[src/rtl/ldst_endian_pkg.sv]
package ldst_endian_pkg;
  localparam int WORD_W = 32;
  localparam int BYTES  = WORD_W / 8;
  localparam int LANE_W = $clog2(BYTES);

  typedef enum logic [1:0] {
    ACC_BYTE = 2'd0,
    ACC_HALF = 2'd1,
    ACC_WORD = 2'd2,
    ACC_DUAL = 2'd3
  } acc_size_e;

  // Reverse the byte order of a word.
  function automatic logic [WORD_W-1:0] flip_bytes(input logic [WORD_W-1:0] w);
    logic [WORD_W-1:0] r;
    for (int i = 0; i < BYTES; i++) begin
      r[8*i +: 8] = w[8*(BYTES-1-i) +: 8];
    end
    return r;
  endfunction

  // Rotate a word right by a whole number of bytes.
  function automatic logic [WORD_W-1:0] rot_bytes(input logic [WORD_W-1:0] w,
                                                  input logic [LANE_W-1:0] amt);
    logic [2*WORD_W-1:0] d;
    d = {w, w} >> {amt, 3'b000};
    return d[WORD_W-1:0];
  endfunction
endpackage

[src/rtl/ldst_lane_sel.sv]
module ldst_lane_sel
  import ldst_endian_pkg::*;
#(
  parameter int ADDR_W = 32
) (
  input  logic [ADDR_W-1:0] addr,
  input  acc_size_e         size,
  input  logic              word_inv,
  output logic [ADDR_W-1:0] map_addr,
  output logic [LANE_W-1:0] lane,
  output logic [BYTES-1:0]  lane_en
);
  always_comb begin
    case (size)
      ACC_BYTE: begin
        lane    = addr[LANE_W-1:0] ^ {LANE_W{word_inv}};
        lane_en = BYTES'(1) << lane;
      end
      ACC_HALF: begin
        lane    = {addr[1] ^ word_inv, 1'b0};
        lane_en = BYTES'(3) << lane;
      end
      default: begin
        lane    = '0;
        lane_en = '1;
      end
    endcase
    map_addr = {addr[ADDR_W-1:LANE_W], lane};
  end
endmodule

[src/rtl/ldst_load_path.sv]
module ldst_load_path
  import ldst_endian_pkg::*;
(
  input  acc_size_e         size,
  input  logic              sgn,
  input  logic              byte_inv,
  input  logic              rotate_en,
  input  logic [LANE_W-1:0] rot_amt,
  input  logic [LANE_W-1:0] lane,
  input  logic              pair_swap,
  input  logic [WORD_W-1:0] mem_lo,
  input  logic [WORD_W-1:0] mem_hi,
  output logic [WORD_W-1:0] res_lo,
  output logic [WORD_W-1:0] res_hi
);
  logic [7:0]        pick8;
  logic [15:0]       pick16;
  logic [WORD_W-1:0] whole;
  logic [WORD_W-1:0] first_w;
  logic [WORD_W-1:0] second_w;

  always_comb begin
    pick8  = mem_lo[{lane, 3'b000} +: 8];
    pick16 = mem_lo[{lane[1], 4'b0000} +: 16];
    if (byte_inv) pick16 = {pick16[7:0], pick16[15:8]};

    whole = rotate_en ? rot_bytes(mem_lo, rot_amt) : mem_lo;
    if (byte_inv) whole = flip_bytes(whole);

    first_w  = byte_inv ? flip_bytes(mem_lo) : mem_lo;
    second_w = byte_inv ? flip_bytes(mem_hi) : mem_hi;

    res_lo = '0;
    res_hi = '0;
    case (size)
      ACC_BYTE: res_lo = {{(WORD_W-8){sgn & pick8[7]}}, pick8};
      ACC_HALF: res_lo = {{(WORD_W-16){sgn & pick16[15]}}, pick16};
      ACC_WORD: res_lo = whole;
      default: begin
        res_lo = pair_swap ? second_w : first_w;
        res_hi = pair_swap ? first_w  : second_w;
      end
    endcase
  end
endmodule

[src/rtl/ldst_store_path.sv]
module ldst_store_path
  import ldst_endian_pkg::*;
(
  input  acc_size_e         size,
  input  logic              byte_inv,
  input  logic [BYTES-1:0]  lane_en,
  input  logic              pair_swap,
  input  logic [WORD_W-1:0] reg_lo,
  input  logic [WORD_W-1:0] reg_hi,
  output logic [WORD_W-1:0] out_lo,
  output logic [WORD_W-1:0] out_hi
);
  logic [15:0]       half_v;
  logic [WORD_W-1:0] spread;
  logic [WORD_W-1:0] base_w;
  logic [WORD_W-1:0] next_w;

  always_comb begin
    half_v = byte_inv ? {reg_lo[7:0], reg_lo[15:8]} : reg_lo[15:0];
    base_w = pair_swap ? reg_hi : reg_lo;
    next_w = pair_swap ? reg_lo : reg_hi;
    if (byte_inv) begin
      base_w = flip_bytes(base_w);
      next_w = flip_bytes(next_w);
    end
    case (size)
      ACC_BYTE: spread = {BYTES{reg_lo[7:0]}};
      ACC_HALF: spread = {(BYTES/2){half_v}};
      ACC_WORD: spread = byte_inv ? flip_bytes(reg_lo) : reg_lo;
      default:  spread = base_w;
    endcase
    out_hi = (size == ACC_DUAL) ? next_w : '0;
  end

  for (genvar i = 0; i < BYTES; i++) begin : g_lane
    assign out_lo[8*i +: 8] = lane_en[i] ? spread[8*i +: 8] : 8'h00;
  end
endmodule

[src/rtl/ldst_endian_map.sv]
module ldst_endian_map
  import ldst_endian_pkg::*;
#(
  parameter int ADDR_W = 32
) (
  input  logic              clk,
  input  logic              rst,
  input  logic              req_valid,
  input  logic              req_store,
  input  logic [1:0]        req_size,
  input  logic              req_signed,
  input  logic [ADDR_W-1:0] req_addr,
  input  logic              cfg_true_unaligned,
  input  logic              cfg_word_inv,
  input  logic              req_byte_inv,
  input  logic [31:0]       req_wdata_lo,
  input  logic [31:0]       req_wdata_hi,
  input  logic [31:0]       mem_rdata_lo,
  input  logic [31:0]       mem_rdata_hi,
  output logic              out_valid,
  output logic              out_mode_err,
  output logic [ADDR_W-1:0] mem_addr,
  output logic [3:0]        mem_be,
  output logic [31:0]       mem_wdata_lo,
  output logic [31:0]       mem_wdata_hi,
  output logic [31:0]       rd_data_lo,
  output logic [31:0]       rd_data_hi
);
  acc_size_e         size_c;
  logic              bad_mode;
  logic              pair_swap;
  logic [ADDR_W-1:0] map_addr;
  logic [LANE_W-1:0] lane;
  logic [BYTES-1:0]  lane_en;
  logic [WORD_W-1:0] ld_lo, ld_hi, st_lo, st_hi;
  acc_size_e         size_q;
  logic              store_q;

  assign size_c    = acc_size_e'(req_size);
  assign bad_mode  = cfg_word_inv & req_byte_inv;
  assign pair_swap = cfg_word_inv | req_byte_inv;

  ldst_lane_sel #(.ADDR_W(ADDR_W)) u_lane (
    .addr     (req_addr),
    .size     (size_c),
    .word_inv (cfg_word_inv),
    .map_addr (map_addr),
    .lane     (lane),
    .lane_en  (lane_en)
  );

  ldst_load_path u_load (
    .size      (size_c),
    .sgn       (req_signed),
    .byte_inv  (req_byte_inv),
    .rotate_en (~cfg_true_unaligned),
    .rot_amt   (req_addr[LANE_W-1:0]),
    .lane      (lane),
    .pair_swap (pair_swap),
    .mem_lo    (mem_rdata_lo),
    .mem_hi    (mem_rdata_hi),
    .res_lo    (ld_lo),
    .res_hi    (ld_hi)
  );

  ldst_store_path u_store (
    .size      (size_c),
    .byte_inv  (req_byte_inv),
    .lane_en   (lane_en),
    .pair_swap (pair_swap),
    .reg_lo    (req_wdata_lo),
    .reg_hi    (req_wdata_hi),
    .out_lo    (st_lo),
    .out_hi    (st_hi)
  );

  always_ff @(posedge clk) begin
    if (rst) begin
      out_valid    <= 1'b0;
      out_mode_err <= 1'b0;
      mem_addr     <= '0;
      mem_be       <= '0;
      mem_wdata_lo <= '0;
      mem_wdata_hi <= '0;
      rd_data_lo   <= '0;
      rd_data_hi   <= '0;
      size_q       <= ACC_BYTE;
      store_q      <= 1'b0;
    end else begin
      out_valid    <= req_valid;
      out_mode_err <= req_valid & bad_mode;
      size_q       <= size_c;
      store_q      <= req_store;
      if (req_valid && !bad_mode) begin
        mem_addr     <= map_addr;
        mem_be       <= lane_en;
        mem_wdata_lo <= req_store ? st_lo : '0;
        mem_wdata_hi <= req_store ? st_hi : '0;
        rd_data_lo   <= req_store ? '0 : ld_lo;
        rd_data_hi   <= req_store ? '0 : ld_hi;
      end else begin
        mem_addr     <= '0;
        mem_be       <= '0;
        mem_wdata_lo <= '0;
        mem_wdata_hi <= '0;
        rd_data_lo   <= '0;
        rd_data_hi   <= '0;
      end
    end
  end


  err_outputs_quiet_chk: assert property (@(posedge clk) disable iff (rst)
    (out_valid && out_mode_err) |-> (mem_be == '0 && rd_data_lo == '0 &&
                                     rd_data_hi == '0 && mem_wdata_lo == '0));

  err_only_both_chk: assert property (@(posedge clk) disable iff (rst)
    (req_valid && !(cfg_word_inv && req_byte_inv)) |=> !out_mode_err);

  byte_single_lane_chk: assert property (@(posedge clk) disable iff (rst)
    (out_valid && !out_mode_err && size_q == ACC_BYTE) |->
      ($countones(mem_be) == 1 && mem_be[mem_addr[1:0]]));

  wide_aligned_chk: assert property (@(posedge clk) disable iff (rst)
    (out_valid && !out_mode_err && size_q[1]) |->
      (mem_addr[1:0] == 2'b00 && mem_be == 4'b1111));

  load_no_wdata_chk: assert property (@(posedge clk) disable iff (rst)
    (out_valid && !store_q) |-> (mem_wdata_lo == '0 && mem_wdata_hi == '0));

  no_spurious_valid_chk: assert property (@(posedge clk) disable iff (rst)
    !req_valid |=> !out_valid);
endmodule

[config.mk]
export PLATFORM = sky130hd
export DESIGN_NAME = ldst_endian_map
export DESIGN_NICKNAME = d
export VERILOG_FILES = /design/src/rtl/ldst_endian_pkg.sv /design/src/rtl/ldst_lane_sel.sv /design/src/rtl/ldst_load_path.sv /design/src/rtl/ldst_store_path.sv /design/src/rtl/ldst_endian_map.sv
export SDC_FILE = /design/constraint.sdc
export NUM_CORES = 1
export LEC_CHECK = 0
export BUFFER_PORTS_ARGS = -buffer_cell sky130_fd_sc_hd__buf_4
export CELL_PAD_IN_SITES_DETAIL_PLACEMENT = 0
export CELL_PAD_IN_SITES_GLOBAL_PLACEMENT = 2
export CORE_ASPECT_RATIO = 0.5
export CORE_MARGIN = 3
export CORE_UTILIZATION = 31
export DETAILED_ROUTE_END_ITERATION = 16
export PLACE_DENSITY_LB_ADDON = 0.08
export RECOVER_POWER = 25
export SYNTH_ARGS = -nofsm -noshare
export SYNTH_HDL_FRONTEND = slang
export SYNTH_SLANG_ARGS = --single-unit
[constraint.sdc]
create_clock -name clk -period 6.1 [get_ports clk]
set_clock_uncertainty 0.2 [all_clocks]
set_input_delay 0.61 -clock clk [delete_from_list [all_inputs] [get_ports clk]]
set_output_delay 0.61 -clock clk [all_outputs]
set_load 0.03 [all_outputs]
==> impl_metrics.ini, run 1 <==
[yosys]
yosys_register_bits = 166
yosysUniqueCellTypes = 56
synth_area_um2 = 10900
synth_top_area_frac = 0.305
yosysTopAreaCell = dfxtp_1
synth_edf_count = 0
ys.flop_type = dfxtp_1
ys_seq_area_frac = 0.305
synth_most_common_cell = dfxtp_1
syn_inst = 1405
syn_avg_cell_area_um2 = 7.76
yosysWarnings = 0
synth_common_cells = 166 x dfxtp_1, 151 x mux2i_1, 147 x nor2_1, 137 x a21oi_1, 128 x nand2_1
synthArstFlopShare = 0
syn-num-nets = 1575
synth.area.top_cells = dfxtp_1 30%, mux2i_1 14%, a21oi_1 6.3%, nor2_1 5.1%, nand2_1 4.4%

[drt]
via_per_inst = 5.58
wirelength_um = 46700
drt-pass1-iter-count = 5
vias = 11600
drt_iter0_markers = 910
drc_errors = 0
ant_nets = 0
wl_per_cell_um = 22.5

[global_route]
antenna_found_initial = 0
grt_overflow = 0
grt_util_all_layers = 0.238
grt_max_degree = 98
grt_pass1_wl_um = 69700
grt_pass1_vias = 11200

[final_layout]
drive_gt1_frac = 0.212
nets = 1770
n_fill_cell = 3561
syn_to_final_growth_pct = 25.9
fin_area_um2 = 13700
final_core_util = 0.406
antennaDiodeCount = 0
fin_cells = 2078

[cts]
htreeDepth = 4
cts_made_buffers = 17
hold_buffers = 0
clkTransAtPathRegs_ns = 0.09
clk_path_buf_depth = 2
cts_tree = done
cts_setup_buffers = 0
clock-sinks = 166
cts_resized = 0
ctsRootBufferMaster = clkbuf_16

[flow_run]
drv_cap = 0

[worst_setup_path]
critPathKind = primary input to register
crit_path_end_kind = register
startpoint_type = primary input
worstPathArrival_ns = 3.81
worst-endpoint-required_ns = 6.26
cp_max_fo = 75

[timing]
tightest_slew_ns = 1.18
period_minus_slack_ns = 3.64
slew_headroom = 0.216
finalSetupTns_ns = 0
hold_viol = 0
drv_slew = 0
timing.fmax_ghz = 0.275
grt_setup_unrepaired = false
post-route-period-util = 0.597
setup_viol = 0

[die]
dieArea_um2 = 37600
fp-row-count = 47
ios = 336
die_h_um = 139
die_w_um = 271
coreArea_um2 = 33800
initial_core_util = 0.322

[pwr]
powerDensity_nw_per_um2 = 221
leakagePower_nw = 5.87
vdd_drop_max_mv = 0.149

[outcome]
status = finished clean

[min_path]
min_from = req_addr[13]
min_to = mem_addr[13]
min_delay_path_depth = 2
hold_path_class = primary input to register

[placed_design]
hpwl_um = 33000
dpl_cell_area_um2 = 13400
gp_congestion = 0.828
port_buffers = 335
placedCellCount = 2046
registers in the layout, indices dropped and copies added, names as in the netlist:
name and cells:
mem_wdata_lo 32, out_valid 1, rd_data_hi 32, out_mode_err 1, mem_wdata_hi 32, mem_addr 32, mem_be 4, rd_data_lo 32
cells by family (layout without fill, tap and decap cells):
kind of cell	count (synthesis)	count (layout)	share of synthesized area
XOR/XNOR	5	5	0.00746
multiplexers	187	187	0.181
buffers and inverters	184	392	0.0692
flip-flops	166	166	0.305
AND/OR/NAND/NOR	435	435	0.186
AO/OA/AOI/OAI	428	428	0.252
per-stage QoR:
stage          worst slack, ns  hold slack [ns]  total power, mW
2_1_floorplan             3.68            0.549             1.61
3_3_place_gp              2.11            0.636             1.87
3_5_place_dp              1.96            0.639             1.88
4_1_cts                   2.45            0.150             3.07
5_1_grt                   2.07            0.161             3.16
6_report                  2.46            0.174             3.03
cell usage in the layout (no fill, tap or decap), types with 7 or more instances in the layout:
cell,instances
o211ai_1,29
and3_1,30
o22ai_1,23
and3b_1,11
clkbuf_1,83
nor3_1,11
buf_4,261
a221oi_1,25
o21a_1,8
a211oi_1,34
nand2b_1,17
a222oi_1,8
clkbuf_16,17
o2111ai_1,7
nor2_1,147
a22oi_1,14
a221o_1,7
nand3b_1,11
nand2_1,128
a21oi_1,137
a22o_1,7
a31oi_1,8
nand3_1,49
mux2i_1,151
o21ai_0,88
nand4_1,7
a21o_1,11
mux2_2,31
dfxtp_1,166
inv_1,11
nor2b_1,16
report_power, final:
part,switching (mW),internal [mW]
clock network,0.602,0.580
registers,0.00934,1.11
logic,0.453,0.280
total,1.06,1.97
metal layers:
layer	track usage	part of all wire	vias to the layer above
met1	0.300	0.43	5661
met4	0.0924	0.029	0
met3	0.0347	0.046	76
met2	0.412	0.49	362
li1	-	-	5495
met5	0	0	-
critical path: stages:
cell	delay, ns
buf_6	0.27
nand2_1	0.77
nand2_1	0.23
nor2_1	0.73
nand2_1	0.87
nor2_1	0.30
area by class of cell:
| cell class | instances | area (um2) | share of cell area |
|---|---|---|---|
| clock buffers | 17 | 425 | 0.0310 |
| clock inverters | 15 | 221 | 0.0161 |
| flip-flops and latches | 166 | 3320 | 0.242 |
| inverters | 14 | 55.1 | 0.00401 |
| well taps | 465 | 582 | 0.0424 |
| multi-input cells | 1055 | 6820 | 0.497 |
| repair buffers | 346 | 2290 | 0.167 |
worst max-delay path by stage:
stage                  from        endpoint  slack [ns]
6_report       cfg_word_inv   rd_data_hi[3]        2.46
5_1_grt        cfg_word_inv  rd_data_hi[31]        2.07
4_1_cts        cfg_word_inv   rd_data_hi[3]        2.45
2_1_floorplan   req_addr[1]  rd_data_lo[29]        3.68
3_3_place_gp   cfg_word_inv  rd_data_hi[17]        2.11
3_5_place_dp   cfg_word_inv  rd_data_hi[16]        1.96
No activity file was read; power rests on OpenSTA's default activity.
==> run 2: changes to the inputs <==
Settings changed: CORE_UTILIZATION 31 to 26.
Clock period 6.1 ns to 3.2 ns, I/O delays scaled along.
==> run 2 against run 1 <==
- wire length increased by 5.3%
- sequential cell count unchanged
- setup slack worse by 1.6 ns
- global-route usage decreased by 2.3 points
- worst hold slack worse by 0.15 ns
- final cell count is 7.5% higher
- total power increased by 92%
- die area grew 19%
- via count up 1.4%
- largest cell class unchanged
- highest routed layer unchanged
==> impl_metrics.ini, run 2 (synthesized netlist as in run 1, its figures left out) <==
[cts]
htreeDepth = 4
clk_path_buf_depth = 2
cts_tree = done
clkTransAtPathRegs_ns = 0.09
cts_setup_buffers = 0
ctsRootBufferMaster = clkbuf_16
cts_made_buffers = 17
clock-sinks = 166

[min_path]
hold_path_class = primary input to register

[pwr]
power_frac_seq = 0.365
sw_frac_of_total = 0.350
power_frac_clock = 0.378
p_int_mw = 3.79
combPwrFrac = 0.256
vdd_drop_max_mv = 0.404
leakagePower_nw = 6.31
powerDensity_nw_per_um2 = 398
switchingPower_mw = 2.04

[timing]
timing.fmax_ghz = 0.418
setup_viol = 0
slew_headroom = 0.333
drv_slew = 0
grt_setup_unrepaired = false
finalSetupTns_ns = 0
post-route-period-util = 0.747
tightest_slew_ns = 1.00
hold_viol = 0
period_minus_slack_ns = 2.39

[drt]
drt_iter0_markers = 834
via_per_inst = 5.27
ant_nets = 0
vias = 11800
wl_per_cell_um = 22.0
wirelength_um = 49200
drc_errors = 0
drt-pass1-iter-count = 5

[final_layout]
final_common_cell = buf_4
fin_area_um2 = 14700
layout_common_cells = 295 x buf_4, 166 x dfxtp_1, 151 x mux2i_1
n_fill_cell = 4298
nets = 1850
seqCellArea_um2 = 3320
syn_to_final_growth_pct = 34.6
multi_input_area_um2 = 6820
antennaDiodeCount = 0
drive_gt1_frac = 0.226

[global_route]
grt_pass1_vias = 11700
grt_util_all_layers = 0.215
grt_overflow = 0
grt_pass1_wl_um = 72800
grt_max_degree = 138
antenna_found_initial = 0

[worst_setup_path]
cp_max_fo = 17
critPathKind = primary input to register
crit_path_end_kind = register
worst-endpoint-required_ns = 3.29
worstPathArrival_ns = 2.48
startpoint_type = primary input

[die]
coreArea_um2 = 40900
initial_core_util = 0.267
dieArea_um2 = 44600
ios = 336
die_w_um = 296
fp-row-count = 52
die_h_um = 151

[placed_design]
dpl_cell_area_um2 = 13700
hpwl_um = 35100
port_buffers = 335
gp_congestion = 0.813

[outcome]
status = finished clean

[flow_run]
drv_cap = 0
## run 2: area by class of cell
cell class                 count  share of cell area
sequential                   166               0.227
tap                          540              0.0461
clock buffer                  17              0.0290
multi-input combinational   1055               0.465
inverter                      14             0.00375
clock inverter                15              0.0135
timing repair buffer         426               0.216
## run 2: critical path, stage by stage
cell and delay (ns):
buf_6 0.14, xnor2_4 0.56, nor2_8 0.15, mux4_2 0.50, a31oi_4 0.58, a221oi_1 0.21
## run 2: what timing repair did
action | 4_1_cts | 5_1_grt
hold buffers | 58 | 0
gates resized for setup | 0 | 0
hold endpoints to repair | 57 | 0
## run 2: worst paths after layout
check,endpoint,from,cells after the start
max,rd_data_lo[16],cfg_word_inv,6
min,mem_wdata_hi[17],req_wdata_lo[9],3
## run 2: per-stage QoR
step	worst slack (ns)	hold slack, ns	power (mW)	std cells	utilization
2_1_floorplan	1.07	0.259	3.07	1405	-
3_3_place_gp	0.460	0.344	3.62	2143	0.335
3_5_place_dp	0.364	0.350	3.63	2143	0.335
4_1_cts	0.847	0.00107	5.94	2233	0.365
5_1_grt	0.685	0.0176	6.12	2233	0.359
6_report	0.810	0.0213	5.83	2233	0.359
## run 2: power groups by stage
stage	logic [mW]	registers, mW	clock network, mW
global route	1.63	2.13	2.36
detailed placement	1.45	2.18	0
floorplan	0.804	2.27	0
global placement	1.44	2.18	0
CTS	1.51	2.13	2.29
finish	1.49	2.13	2.21
## run 2: routing by layer
layer / global-route usage / share of wire / up-vias
li1: - / - / 5665
met4: 0.0813 / 0.031 / 0
met5: 0 / 0 / -
met3: 0.0321 / 0.040 / 77
met2: 0.395 / 0.52 / 344
met1: 0.253 / 0.41 / 5671
==> run 3: changes to the inputs <==
Clock period 3.2 ns to 1.95 ns, I/O delays scaled along.
==> run 3 against run 2 <==
- cell area grew 17%
- setup slack lost 0.76 ns
- total power grew 74%
- die area is the same
- via count grew 8.6%
- first-iteration DRC count grew 22%
- critical endpoint is now mem_wdata_lo[5]
- count of clock-buffer cells in the layout is the same
- utilization grew 6.2 points
==> impl_metrics.ini, run 3 (synthesized netlist as in run 1, its figures left out) <==
[outcome]
status = finished clean

[cts]
clkTransAtPathRegs_ns = 0.08
clk_path_buf_depth = 2
cts_tree = done
cts_made_buffers = 17
htreeDepth = 4
ctsRootBufferMaster = clkbuf_16
clock-sinks = 166

[pwr]
power_frac_seq = 0.344
report.power.total_mw = 10.1
power_frac_clock = 0.363
leakagePower_nw = 7.71
p_int_mw = 6.64
switchingPower_mw = 3.50
powerDensity_nw_per_um2 = 589
vdd_drop_max_mv = 0.581
combPwrFrac = 0.293
sw_frac_of_total = 0.345

[drt]
vias = 12800
ant_nets = 0
drc_errors = 0
wl_per_cell_um = 21.0
wirelength_um = 51300
drt-pass1-iter-count = 5
via_per_inst = 5.22
drt_iter0_markers = 1015

[worst_setup_path]
cp_max_fo = 7
crit_path_max_incr_delay_ns = 0.58
worst-endpoint-required_ns = 2.12
startpoint_type = primary input
crit_chain = dlygate4sd3_1 > buf_4 > inv_1 > o211ai_1 > o21ai_0 > dlygate4sd3_1 > a211oi_2
critPathKind = primary input to register
critPathSlowestCell = dlygate4sd3_1
worstPathArrival_ns = 2.07
cpMostUsedCell = dlygate4sd3_1
crit_path_end_kind = register

[global_route]
grt_util_all_layers = 0.223
grt_pass1_vias = 12900
grt_pass1_wl_um = 76400
grt_max_degree = 87
antenna_found_initial = 0
grt_overflow = 0

[die]
ios = 336
dieArea_um2 = 44600
initial_core_util = 0.267
die_w_um = 296
die_h_um = 151
fp-row-count = 52
coreArea_um2 = 40900

[placed_design]
gp_congestion = 0.878
hpwl_um = 36700
port_buffers = 335

[timing]
post-route-period-util = 0.973
hold_viol = 0
tightest_slew_ns = 1.07
timing.fmax_ghz = 0.527
drv_slew = 0
setup_viol = 0
period_minus_slack_ns = 1.90
finalSetupTns_ns = 0
slew_headroom = 0.289

[final_layout]
drive_gt1_frac = 0.286
final_common_cell = buf_4
antennaDiodeCount = 0
layout_common_cells = 419 x buf_4, 182 x dlygate4sd3_1, 166 x dfxtp_1
final_core_util = 0.421
syn_to_final_growth_pct = 58.0
n_fill_cell = 4097
nets = 2063

[flow_run]
drv_cap = 0

[min_path]
hold_path_class = primary input to register
## run 3: cell types whose count changed in the layout (fill, tap and decap cells not counted), sizes merged
cell / before / now
buf: 302 / 454
dlygate4sd3: 58 / 182
clkbuf: 83 / 20
clkinvlp: 1 / 0
inv: 19 / 20
## run 3: layout make-up
type | instances | area [um2] | area share
multi-input cells | 1055 | 6860 | 0.399
repair buffers | 639 | 5660 | 0.329
flip-flops and latches | 166 | 3320 | 0.193
well taps | 540 | 676 | 0.0393
clock buffers | 17 | 425 | 0.0247
clock inverters | 15 | 211 | 0.0123
inverters | 14 | 55.1 | 0.00320
## run 3: path summary, 6_finish.rpt
kind	slack, ns	to	cells past startpoint	start
hold / removal	0.01	rd_data_lo[30]	3	mem_rdata_hi[6]
setup / recovery	0.05	mem_wdata_lo[5]	7	req_wdata_lo[5]
## run 3: power by group through the flow
stage / Sequential [mW] / Combinational, mW / Clock (mW)
3_5_place_dp: 3.57 / 2.60 / 0
6_report: 3.49 / 2.97 / 3.68
4_1_cts: 3.49 / 2.92 / 3.78
3_3_place_gp: 3.57 / 2.58 / 0
2_1_floorplan: 3.72 / 1.32 / 0
5_1_grt: 3.50 / 3.21 / 3.92
## run 3: layer usage
metal  vias up  GRT usage  part of all wire
met5         -          0                 0
met4         0     0.0788             0.030
met3        87     0.0274             0.045
met2       418      0.413              0.51
met1      6176      0.265              0.41
li1       6088          -                 -
## run 3: what timing repair did
action | CTS | global route
hold buffers | 182 | 0
setup buffers | 0 | 1
endpoints found under the setup margin | 0 | 29
hold endpoints to repair | 136 | 0
resized for setup | 0 | 21
## run 3: critical path, delay by kind of cell
kind | cells | cell delay [ns]
buf+inv | 4 | 1.38
compound gates | 3 | 0.49
## run 3: per-stage QoR
step | cell area (um2) | instances | setup slack (ns) | hold slack, ns
after detailed placement | 14600 | 2229 | -0.233 | 0.223
final | 17200 | 2446 | 0.0520 | 0.0117
after CTS | 17100 | 2443 | 0.00405 | 0.00234
after global placement | 14600 | 2229 | -0.194 | 0.220
after global routing | 17200 | 2446 | -0.000316 | 0.0260
after floorplan | 10900 | 1405 | -0.0382 | 0.134
